<file path="src/rtl/pmc_pkg.sv">
package pmc_pkg;

  typedef enum logic [1:0] {
    PM_FULL  = 2'b00,
    PM_DOZE  = 2'b01,
    PM_NAP   = 2'b10,
    PM_SLEEP = 2'b11
  } pm_mode_e;

  localparam logic [1:0] LVL_MAX = 2'd3;

  // Level = number of stopped domains; mode code equals its level.
  function automatic logic [1:0] lvl_step(input logic [1:0] cur,
                                          input logic [1:0] tgt,
                                          input logic up_ok);
    logic [1:0] nxt;
    nxt = cur;
    if (cur < tgt)                nxt = cur + 2'd1;
    else if (cur > tgt && up_ok)  nxt = cur - 2'd1;
    return nxt;
  endfunction

  // Returns {gen, bus, exec} enables for a level.
  function automatic logic [2:0] lvl_enables(input logic [1:0] lvl);
    logic [2:0] en;
    en[0] = (lvl < 2'd1);
    en[1] = (lvl < 2'd2);
    en[2] = (lvl < 2'd3);
    return en;
  endfunction

  function automatic logic [1:0] pick_target(input logic wake,
                                             input logic req,
                                             input logic [1:0] req_mode,
                                             input logic idle_hit,
                                             input logic [1:0] idle_mode,
                                             input logic [1:0] cur);
    logic [1:0] t;
    if (wake)          t = PM_FULL;
    else if (req)      t = req_mode;
    else if (idle_hit) t = idle_mode;
    else               t = cur;
    return t;
  endfunction

endpackage

</file>
<file path="src/rtl/pmc_wake_det.sv">
module pmc_wake_det #(
  parameter int N_IRQ = 4
) (
  input  logic [N_IRQ-1:0] irq,
  input  logic             wake_pin,
  output logic             wake_any
);
  logic [N_IRQ:0] chain;

  assign chain[0] = wake_pin;
  for (genvar i = 0; i < N_IRQ; i++) begin : g_or
    assign chain[i+1] = chain[i] | irq[i];
  end
  assign wake_any = chain[N_IRQ];

endmodule

</file>
<file path="src/rtl/pmc_idle_timer.sv">
module pmc_idle_timer #(
  parameter int IDLE_W = 16
) (
  input  logic              clk,
  input  logic              rst_n,
  input  logic              count_en,
  input  logic              quiet,
  input  logic [IDLE_W-1:0] limit,
  output logic              hit
);
  logic [IDLE_W-1:0] cnt_q;
  logic [IDLE_W-1:0] cnt_inc;

  assign cnt_inc = cnt_q + {{(IDLE_W-1){1'b0}}, 1'b1};
  assign hit     = count_en && quiet && (limit != '0) && (cnt_inc == limit);

  always_ff @(posedge clk or negedge rst_n) begin
    if (!rst_n)                          cnt_q <= '0;
    else if (!count_en || !quiet || hit) cnt_q <= '0;
    else                                 cnt_q <= cnt_inc;
  end

endmodule

</file>
<file path="src/rtl/pmc_level_seq.sv">
module pmc_level_seq #(
  parameter int LOCK_W = 8
) (
  input  logic              clk,
  input  logic              rst_n,
  input  logic [1:0]        tgt_nxt,
  input  logic              pll_keep,
  input  logic [LOCK_W-1:0] lock_cycles,
  output logic [1:0]        lvl_q,
  output logic              pll_q,
  output logic              leave_sleep,
  output logic              relock
);
  import pmc_pkg::*;

  logic [LOCK_W-1:0] settle_q;
  logic [LOCK_W-1:0] settle_d;
  logic [1:0]        lvl_d;
  logic              pll_d;
  logic              up_ok;

  assign leave_sleep = (lvl_q == LVL_MAX) && (tgt_nxt != LVL_MAX);
  assign relock      = leave_sleep && !pll_q;
  assign up_ok       = !((lvl_q == LVL_MAX) && (!pll_q || settle_q != '0));

  always_comb begin
    lvl_d = lvl_step(lvl_q, tgt_nxt, up_ok);

    if (tgt_nxt == LVL_MAX)   settle_d = '0;
    else if (relock)          settle_d = lock_cycles;
    else if (settle_q != '0)  settle_d = settle_q - {{(LOCK_W-1){1'b0}}, 1'b1};
    else                      settle_d = '0;

    if (tgt_nxt == LVL_MAX && lvl_d == LVL_MAX && !pll_keep) pll_d = 1'b0;
    else if (leave_sleep)                                    pll_d = 1'b1;
    else                                                     pll_d = pll_q;
  end

  always_ff @(posedge clk or negedge rst_n) begin
    if (!rst_n) begin
      lvl_q    <= 2'd0;
      pll_q    <= 1'b1;
      settle_q <= '0;
    end else begin
      lvl_q    <= lvl_d;
      pll_q    <= pll_d;
      settle_q <= settle_d;
    end
  end

endmodule

</file>
<file path="src/rtl/pmc_top.sv">
module pmc_top #(
  parameter int N_IRQ  = 4,
  parameter int IDLE_W = 16,
  parameter int LOCK_W = 8
) (
  input  logic              clk,
  input  logic              rst_n,
  input  logic              req_valid,
  input  logic [1:0]        req_mode,
  input  logic              pll_keep,
  input  logic [N_IRQ-1:0]  irq,
  input  logic              wake_pin,
  input  logic              activity,
  input  logic [IDLE_W-1:0] idle_limit,
  input  logic [1:0]        idle_mode,
  input  logic [LOCK_W-1:0] lock_cycles,
  output logic [1:0]        mode_o,
  output logic              exec_clk_en,
  output logic              bus_clk_en,
  output logic              gen_clk_en,
  output logic              pll_en
);
  import pmc_pkg::*;

  logic       wake_any;
  logic       idle_hit;
  logic       quiet;
  logic [1:0] tgt_q;
  logic [1:0] tgt_nxt;
  logic [1:0] lvl;
  logic       pll_run;
  logic       leave_sleep;
  logic       relock;
  logic [2:0] en_vec;

  pmc_wake_det #(.N_IRQ(N_IRQ)) u_wake (
    .irq      (irq),
    .wake_pin (wake_pin),
    .wake_any (wake_any)
  );

  assign quiet = !(wake_any || req_valid || activity);

  pmc_idle_timer #(.IDLE_W(IDLE_W)) u_idle (
    .clk      (clk),
    .rst_n    (rst_n),
    .count_en (tgt_q == PM_FULL),
    .quiet    (quiet),
    .limit    (idle_limit),
    .hit      (idle_hit)
  );

  assign tgt_nxt = pick_target(wake_any, req_valid, req_mode, idle_hit, idle_mode, tgt_q);

  always_ff @(posedge clk or negedge rst_n) begin
    if (!rst_n) tgt_q <= PM_FULL;
    else        tgt_q <= tgt_nxt;
  end

  pmc_level_seq #(.LOCK_W(LOCK_W)) u_seq (
    .clk         (clk),
    .rst_n       (rst_n),
    .tgt_nxt     (tgt_nxt),
    .pll_keep    (pll_keep),
    .lock_cycles (lock_cycles),
    .lvl_q       (lvl),
    .pll_q       (pll_run),
    .leave_sleep (leave_sleep),
    .relock      (relock)
  );

  assign en_vec      = lvl_enables(lvl);
  assign exec_clk_en = en_vec[0];
  assign bus_clk_en  = en_vec[1];
  assign gen_clk_en  = en_vec[2];
  assign pll_en      = pll_run;
  assign mode_o      = tgt_q;

endmodule

</file>
<file path="config.mk">
export PLATFORM = sky130hd
export DESIGN_NAME = pmc_top
export DESIGN_NICKNAME = d
export VERILOG_FILES = /design/src/rtl/pmc_pkg.sv /design/src/rtl/pmc_wake_det.sv /design/src/rtl/pmc_idle_timer.sv /design/src/rtl/pmc_level_seq.sv /design/src/rtl/pmc_top.sv
export SDC_FILE = /design/constraint.sdc
export NUM_CORES = 1
export LEC_CHECK = 0
export BUFFER_PORTS_ARGS = -buffer_cell sky130_fd_sc_hd__buf_2
export CAP_MARGIN = 25
export CORE_UTILIZATION = 51
export CTS_BUF_LIST = sky130_fd_sc_hd__clkbuf_4
export DETAILED_ROUTE_END_ITERATION = 16
export PLACE_DENSITY = 0.82
export SLEW_MARGIN = 20
export SYNTH_ARGS = -nofsm -noshare
export SYNTH_HDL_FRONTEND = slang
export SYNTH_HIERARCHICAL = 1
export SYNTH_SLANG_ARGS = --single-unit
</file>
<file path="constraint.sdc">
create_clock -name clk -period 4.4 [get_ports clk]
set_clock_uncertainty 0.15 [all_clocks]
set_input_delay 0.44 -clock clk [delete_from_list [all_inputs] [get_ports clk]]
set_output_delay 0.44 -clock clk [all_outputs]
set_load 0.05 [all_outputs]
</file>
# ---- Yosys cells after proc, flatten, opt, wreduce, memory -nomap -nowiden
# Cells that the tools add are included.
dict set report classes {
  magnitude_cmp 5
  n_mux 11
  bitwise 4
  reduce_logical 23
  n_eq_ne 5
  add_sub_neg 4
}
# operator count
set ops {}
lappend ops {{$mux W8} 3}
lappend ops {{$add A16 B1 Y16 const B} 1}
lappend ops {{$eq A16 B16 Y1} 1}
lappend ops {{$mux W16} 1}
lappend ops {{$reduce_bool A16 Y1} 1}
lappend ops {{$mux W2} 5}
lappend ops {{$logic_and A1 B1 Y1} 9}
lappend ops {{$reduce_bool A8 Y1} 1}
lappend ops {{$sub A8 B1 Y8 const B} 1}
lappend ops {{$eq A2 B2 Y1 const B} 3}
lappend ops {{$logic_not A1 Y1} 5}
lappend ops {{$logic_or A1 B1 Y1} 5}
lappend ops {{$lt A2 B2 Y1 const B} 2}
lappend ops {{$or A1 B1 Y1} 4}
lappend ops {{$add A2 B1 Y2 const B} 1}
lappend ops {{$gt A2 B2 Y1} 1}
lappend ops {{$logic_not A2 Y1} 1}
lappend ops {{$lt A2 B1 Y1 const B} 1}
lappend ops {{$lt A2 B2 Y1} 1}
lappend ops {{$mux W1} 2}
lappend ops {{$ne A2 B2 Y1 const B} 1}
lappend ops {{$reduce_bool A2 Y1} 1}
lappend ops {{$sub A2 B1 Y2 const B} 1}
dict set report totals {
  ff_bits 29
}

# ---- Depth between registers and ports, before layout
dict set report logic_depth {
  word_depth 21
  depth_mapped 18
  ltp_nobuf 17
}

# ---- Hierarchy
# Netlist, hierarchy kept.
# mod cells_each area_each_um2 n_inst seq_area_each_um2
set by_module_without_submodules {}
lappend by_module_without_submodules {pmc_idle_timer 125 1298.7 1 400.4}
lappend by_module_without_submodules {pmc_level_seq 74 701.9 1 276.5}
lappend by_module_without_submodules {pmc_top 14 121.4 1 50.0}
lappend by_module_without_submodules {pmc_wake_det 3 12.5 1 0.0}

# ---- Worst setup path before layout
# OpenSTA, ideal clock, no wires.
dict set report synth_timing {
  kind {reg2reg}
  start {register u_idle.cnt_q[0]}
  end {register u_seq.pll_q}
  stages_incl_launch_ff 16
  setup_slack_ps -188
  setup_ps 86
  t_arrival_ps 4352
  required_ps 4164
  cell_sequence {dfrtp_1 > ha_1 > and3_1 > or4b_2 > xnor2_1 > a2111o_1 > nor4_4 > buf_6 > mux2i_1 > a211oi_1 > inv_1 > ha_1 > nor2b_1 > or2_2 > and3_1 > o41a_1}
}
dict set report synth_via {
  elab_chain_len 14
}
# element line
set synth_lines {}
lappend synth_lines {{start, declared} pmc_idle_timer.sv:11} ;# logic [IDLE_W-1:0] cnt_q;
lappend synth_lines {{start signal, assigned} pmc_idle_timer.sv:20} ;# else cnt_q <= cnt_inc;
lappend synth_lines {{$add A16 B1 Y16 (*)} pmc_idle_timer.sv:14} ;# assign cnt_inc = cnt_q + {{(IDLE_W-1){1'b0}}, 1'b1};
lappend synth_lines {{$eq A16 B16 Y1 (*)} pmc_idle_timer.sv:15} ;# assign hit = count_en && quiet && (limit != '0) && (cnt_inc == limit);
lappend synth_lines {{$logic_and A1 B1 Y1 (*)} pmc_idle_timer.sv:15}
lappend synth_lines {{named net idle_hit} pmc_top.sv:26} ;# logic idle_hit;
lappend synth_lines {{$mux W2 (*)} pmc_pkg.sv:41} ;# else if (idle_hit) t = idle_mode;
lappend synth_lines {{$mux W2 (*)} pmc_pkg.sv:40} ;# else if (req) t = req_mode;
lappend synth_lines {{$mux W2 (*)} pmc_pkg.sv:39} ;# if (wake) t = PM_FULL;
lappend synth_lines {{named net tgt_nxt[1]} pmc_top.sv:29} ;# logic [1:0] tgt_nxt;
lappend synth_lines {{$gt A2 B2 Y1} pmc_pkg.sv:19} ;# else if (cur > tgt && up_ok) nxt = cur - 2'd1;
lappend synth_lines {{$logic_and A1 B1 Y1} pmc_pkg.sv:19}
lappend synth_lines {{$mux W2} pmc_pkg.sv:19}
lappend synth_lines {{$mux W2} pmc_pkg.sv:18} ;# if (cur < tgt) nxt = cur + 2'd1;
lappend synth_lines {{$eq A2 B2 Y1} pmc_level_seq.sv:34} ;# if (tgt_nxt == LVL_MAX && lvl_d == LVL_MAX && !pll_keep) pll_d = 1'b0;
lappend synth_lines {{$logic_and A1 B1 Y1 (2 in a row)} pmc_level_seq.sv:34}
lappend synth_lines {{$mux W1 / $reduce_bool A2 Y1 (equally long branches)} --}
lappend synth_lines {{end signal, assigned} pmc_level_seq.sv:46} ;# pll_q <= pll_d;
lappend synth_lines {{end, declared} pmc_level_seq.sv:10} ;# output logic pll_q,
# The timed path passes the listed nets; every way through them passes the cells marked *.
# A chain may end at the register's enable or synchronous reset.

# ---- Worst setup path after layout
# Ends and elaborated chain as after synthesis.

==> impl_metrics.env <==
export IMPL_status="finished with violations"
export IMPL_violations="DRC"
export IMPL_ys_ff_latch=29
export IMPL_worst_setup_path_start_kind="register"
export IMPL_grt_overflow_total=0
export IMPL_cp_buffers_inverters=1
export IMPL_htreeDepth=2
export IMPL_cts_tree="done"
export IMPL_drt_total_wl_mm=4.80
export IMPL_path_class="register to register"
export IMPL_drt_pass1_iterations=10
export IMPL_rsz0062_at_grt="no"
export IMPL_synth_edf_count=0
export IMPL_seqCellArea_um2=728
export IMPL_grt_max_degree=30
export IMPL_ant_nets=0
export IMPL_hp_class="primary input to register"
export IMPL_boundaryPins=44
export IMPL_ys_types=48
export IMPL_grt_usage_pct=24.2
export IMPL_crit_path_cell_trace="ha_4 -> and3_1 -> or4b_4 -> xnor2_1 -> a2111o_1 -> nor4_4 -> mux2i_1 -> a211oi_2 -> inv_1 -> ha_1 -> nor2b_1 -> nor2_1 -> a2111oi_2 -> a311oi_1 -> o41a_1"
export IMPL_drcViolationCount=1
export IMPL_synth_most_common_cell="dfrtp_1"
export IMPL_num_vias=1786
export IMPL_synth_largest_area_cell="dfrtp_1"
export IMPL_finalSetupViolCount=0
export IMPL_avgViaCountPerCell=5.67
export IMPL_crit_family="compound AO/OA/AOI/OAI gates"
export IMPL_synth_avg_cell_area_um2=9.88
export IMPL_n_fill_cell=334
export IMPL_ys_seq_area_share_pct=34.1
export IMPL_cp_required_ns=4.52
export IMPL_drive_gt1_share_pct=30.6
export IMPL_synthCells=216
export IMPL_initial_utilization_pct=53.4
export IMPL_post_cts_buffers=0
export IMPL_worst_setup_path_end_kind="register"
export IMPL_worstMarginPinSlew_ns=0.669
export IMPL_cp_slowest_cell="or4b_4"
export IMPL_grt_pass1_vias=1687
export IMPL_p_per_area_mw_per_mm2=366
export IMPL_numCtsBuffers=5
export IMPL_dp_hpwl_mm=3.60
export IMPL_syn_area_mm2=0.00213
export IMPL_wl_per_cell_um=15.2
export IMPL_max_vdd_ir_drop_v=0.000491
export IMPL_hold_viol_final=0
export IMPL_arrival_ns=4.34
export IMPL_rows=23
export IMPL_finalCritPeriodShare_pct=96.0
export IMPL_diodes=0
export IMPL_holdWs_ns=0.212
export IMPL_setup_tns_ns=0
export IMPL_io_buffers=43
export IMPL_cap_violations=0
export IMPL_yosys_area_top_type_share_pct=32.8
export IMPL_path_clk_slew_ns=0.09
export IMPL_synth_top_flop_cell="dfrtp_1"
export IMPL_syn2layout_area_growth_pct=16.7
export IMPL_min_period_ns=4.22
export IMPL_slowest_delay_ns=0.51
export IMPL_postSynth_asyncResetShare_pct=100
export IMPL_leakage_nw=1.08
export IMPL_drt_iter0_drc=133
export IMPL_multiInputGateArea_mm2=0.00135
export IMPL_grt_pass1_wl_mm=7.83
export IMPL_synth_area_leaders="dfrtp_1, xnor2_1, xor2_1"
export IMPL_die_w_um=66.7
export IMPL_synth_commonest_cells="dfrtp_1, xnor2_1, nor2_1"
export IMPL_fin_nets=308
export IMPL_crit_fanout=6
export IMPL_die_area_mm2=0.00445
export IMPL_clock_sinks=29
export IMPL_synth_net_count=260
export IMPL_slew_headroom_pct=55.0
export IMPL_fmax_ghz=0.237
export IMPL_insertion_delay_ns=0.34
export IMPL_maxSlewViolCount=0
export IMPL_gp_congestion=0.857
export IMPL_yosys_warnings=6
export IMPL_root_buffer="clkbuf_4"
export IMPL_fp_dieH_um=66.7
export IMPL_core_mm2=0.00400
export IMPL_antenna_found_initial=0
export IMPL_cts_buffer_depth=2
-- power breakdown --
| part | total [mW] | internal, mW | switching, mW |
|---|---|---|---|
| Sequential | 0.369 | 0.316 | 0.0524 |
| Clock | 0.153 | 0.0576 | 0.0953 |
| Combinational | 0.390 | 0.165 | 0.226 |
-- logic make-up after synthesis --
| family | Yosys count | share of synthesized area (%) |
|---|---|---|
| xor gates and xnor gates | 40 | 19.8 |
| DFF | 29 | 34.1 |
| adders and majority gates | 6 | 3.52 |
| muxes | 2 | 0.938 |
| AOI/OAI and AO/OA | 26 | 9.73 |
| buffers and inverters | 18 | 4.40 |
| and+or+nand+nor | 95 | 27.6 |
-- final timing paths --
| path | from | end | slack (ns) | depth (start not counted) |
|---|---|---|---|---|
| worst max-delay path | u_idle/cnt_q[0] | u_seq/pll_q | 0.18 | 15 |
| worst min-delay path | lock_cycles[2] | u_seq/settle_q[2] | 0.21 | 3 |
| worst max register to register | u_idle/cnt_q[0] | u_seq/pll_q | 0.18 | 15 |
| worst min register to register | u_idle/cnt_q[0] | u_idle/cnt_q[0] | 0.39 | 1 |
| max in group asynchronous | rst_n | u_idle/cnt_q[0] | 3.12 | 2 |
| min in group asynchronous | rst_n | u_idle/cnt_q[11] | 0.51 | 2 |
-- per-layer routing --
layer	global-route usage (%)	share of wire, %	up-vias
met5	0	0	-
li1	-	-	877
met4	10.9	2.1	0
met1	32.0	45	842
met3	6.68	5.1	14
met2	36.6	47	53
-- flip-flops by register name, indices dropped and copies added, names as in the netlist --
name	cells
u_idle/cnt_q	16
u_seq/lvl_q	2
mode_o	2
u_seq/pll_q	1
u_seq/settle_q	8
-- layout make-up --
| type | instances | share of cell area, % |
|---|---|---|
| sequential | 29 | 29.2 |
| clock buffer | 5 | 1.51 |
| inverter | 10 | 1.51 |
| multi-input combinational | 169 | 54.2 |
| tap | 50 | 2.51 |
| timing repair buffer | 49 | 10.5 |
| clock inverter | 3 | 0.502 |
-- cell usage in the layout, fill, tap and decap left out, types with 2 or more instances in the layout --
cell type  count
buf_2         43
nor2b_1        4
nor4_2         2
xor3_1         3
clkbuf_4       5
clkinv_1       2
o21ai_0        2
mux2i_1        2
a22oi_1        9
xnor2_1       22
nor4_1         7
and3_1         3
o2111ai_1      2
or2_2          2
nor4_4         2
and2_1         4
nor3_1        10
inv_1         10
dfrtp_1       27
ha_1           5
nand2_1       12
nor2_1        19
buf_4          5
xnor3_1        2
nor3_2         9
nand4_1        4
a21oi_1        2
nand3_1        7
xor2_1        13
-- metrics by stage --
step           area, um^2  util (%)  power (mW)  cells  setup WS, ns
2_1_floorplan        2160         -       0.659    216       0.00635
3_3_place_gp         2420      60.5       0.737    306         0.146
3_5_place_dp         2420      60.5       0.758    306        0.0265
4_1_cts              2480      62.0       0.912    315        0.0857
5_1_grt              2490      62.3       0.992    315        0.0102
6_report             2490      62.3       0.912    315         0.178
-- repair_timing --
item                       4_1_cts  5_1_grt
gates resized for setup          0        2
setup endpoints to repair        0       10
hold buffers                     1        0
hold endpoints to repair        15        0
-- worst reg2reg max path: cells and delay by family, from the launching register on --
kind / cells / cell delay (ns)
fa+ha+maj: 2 / 0.48
flops: 1 / 0.44
simple gates: 5 / 1.31
buf+inv: 1 / 0.07
compound gates: 5 / 1.41
xor+xnor: 1 / 0.16
mux: 1 / 0.14
Note: power is estimated with default switching activity, not from simulation.
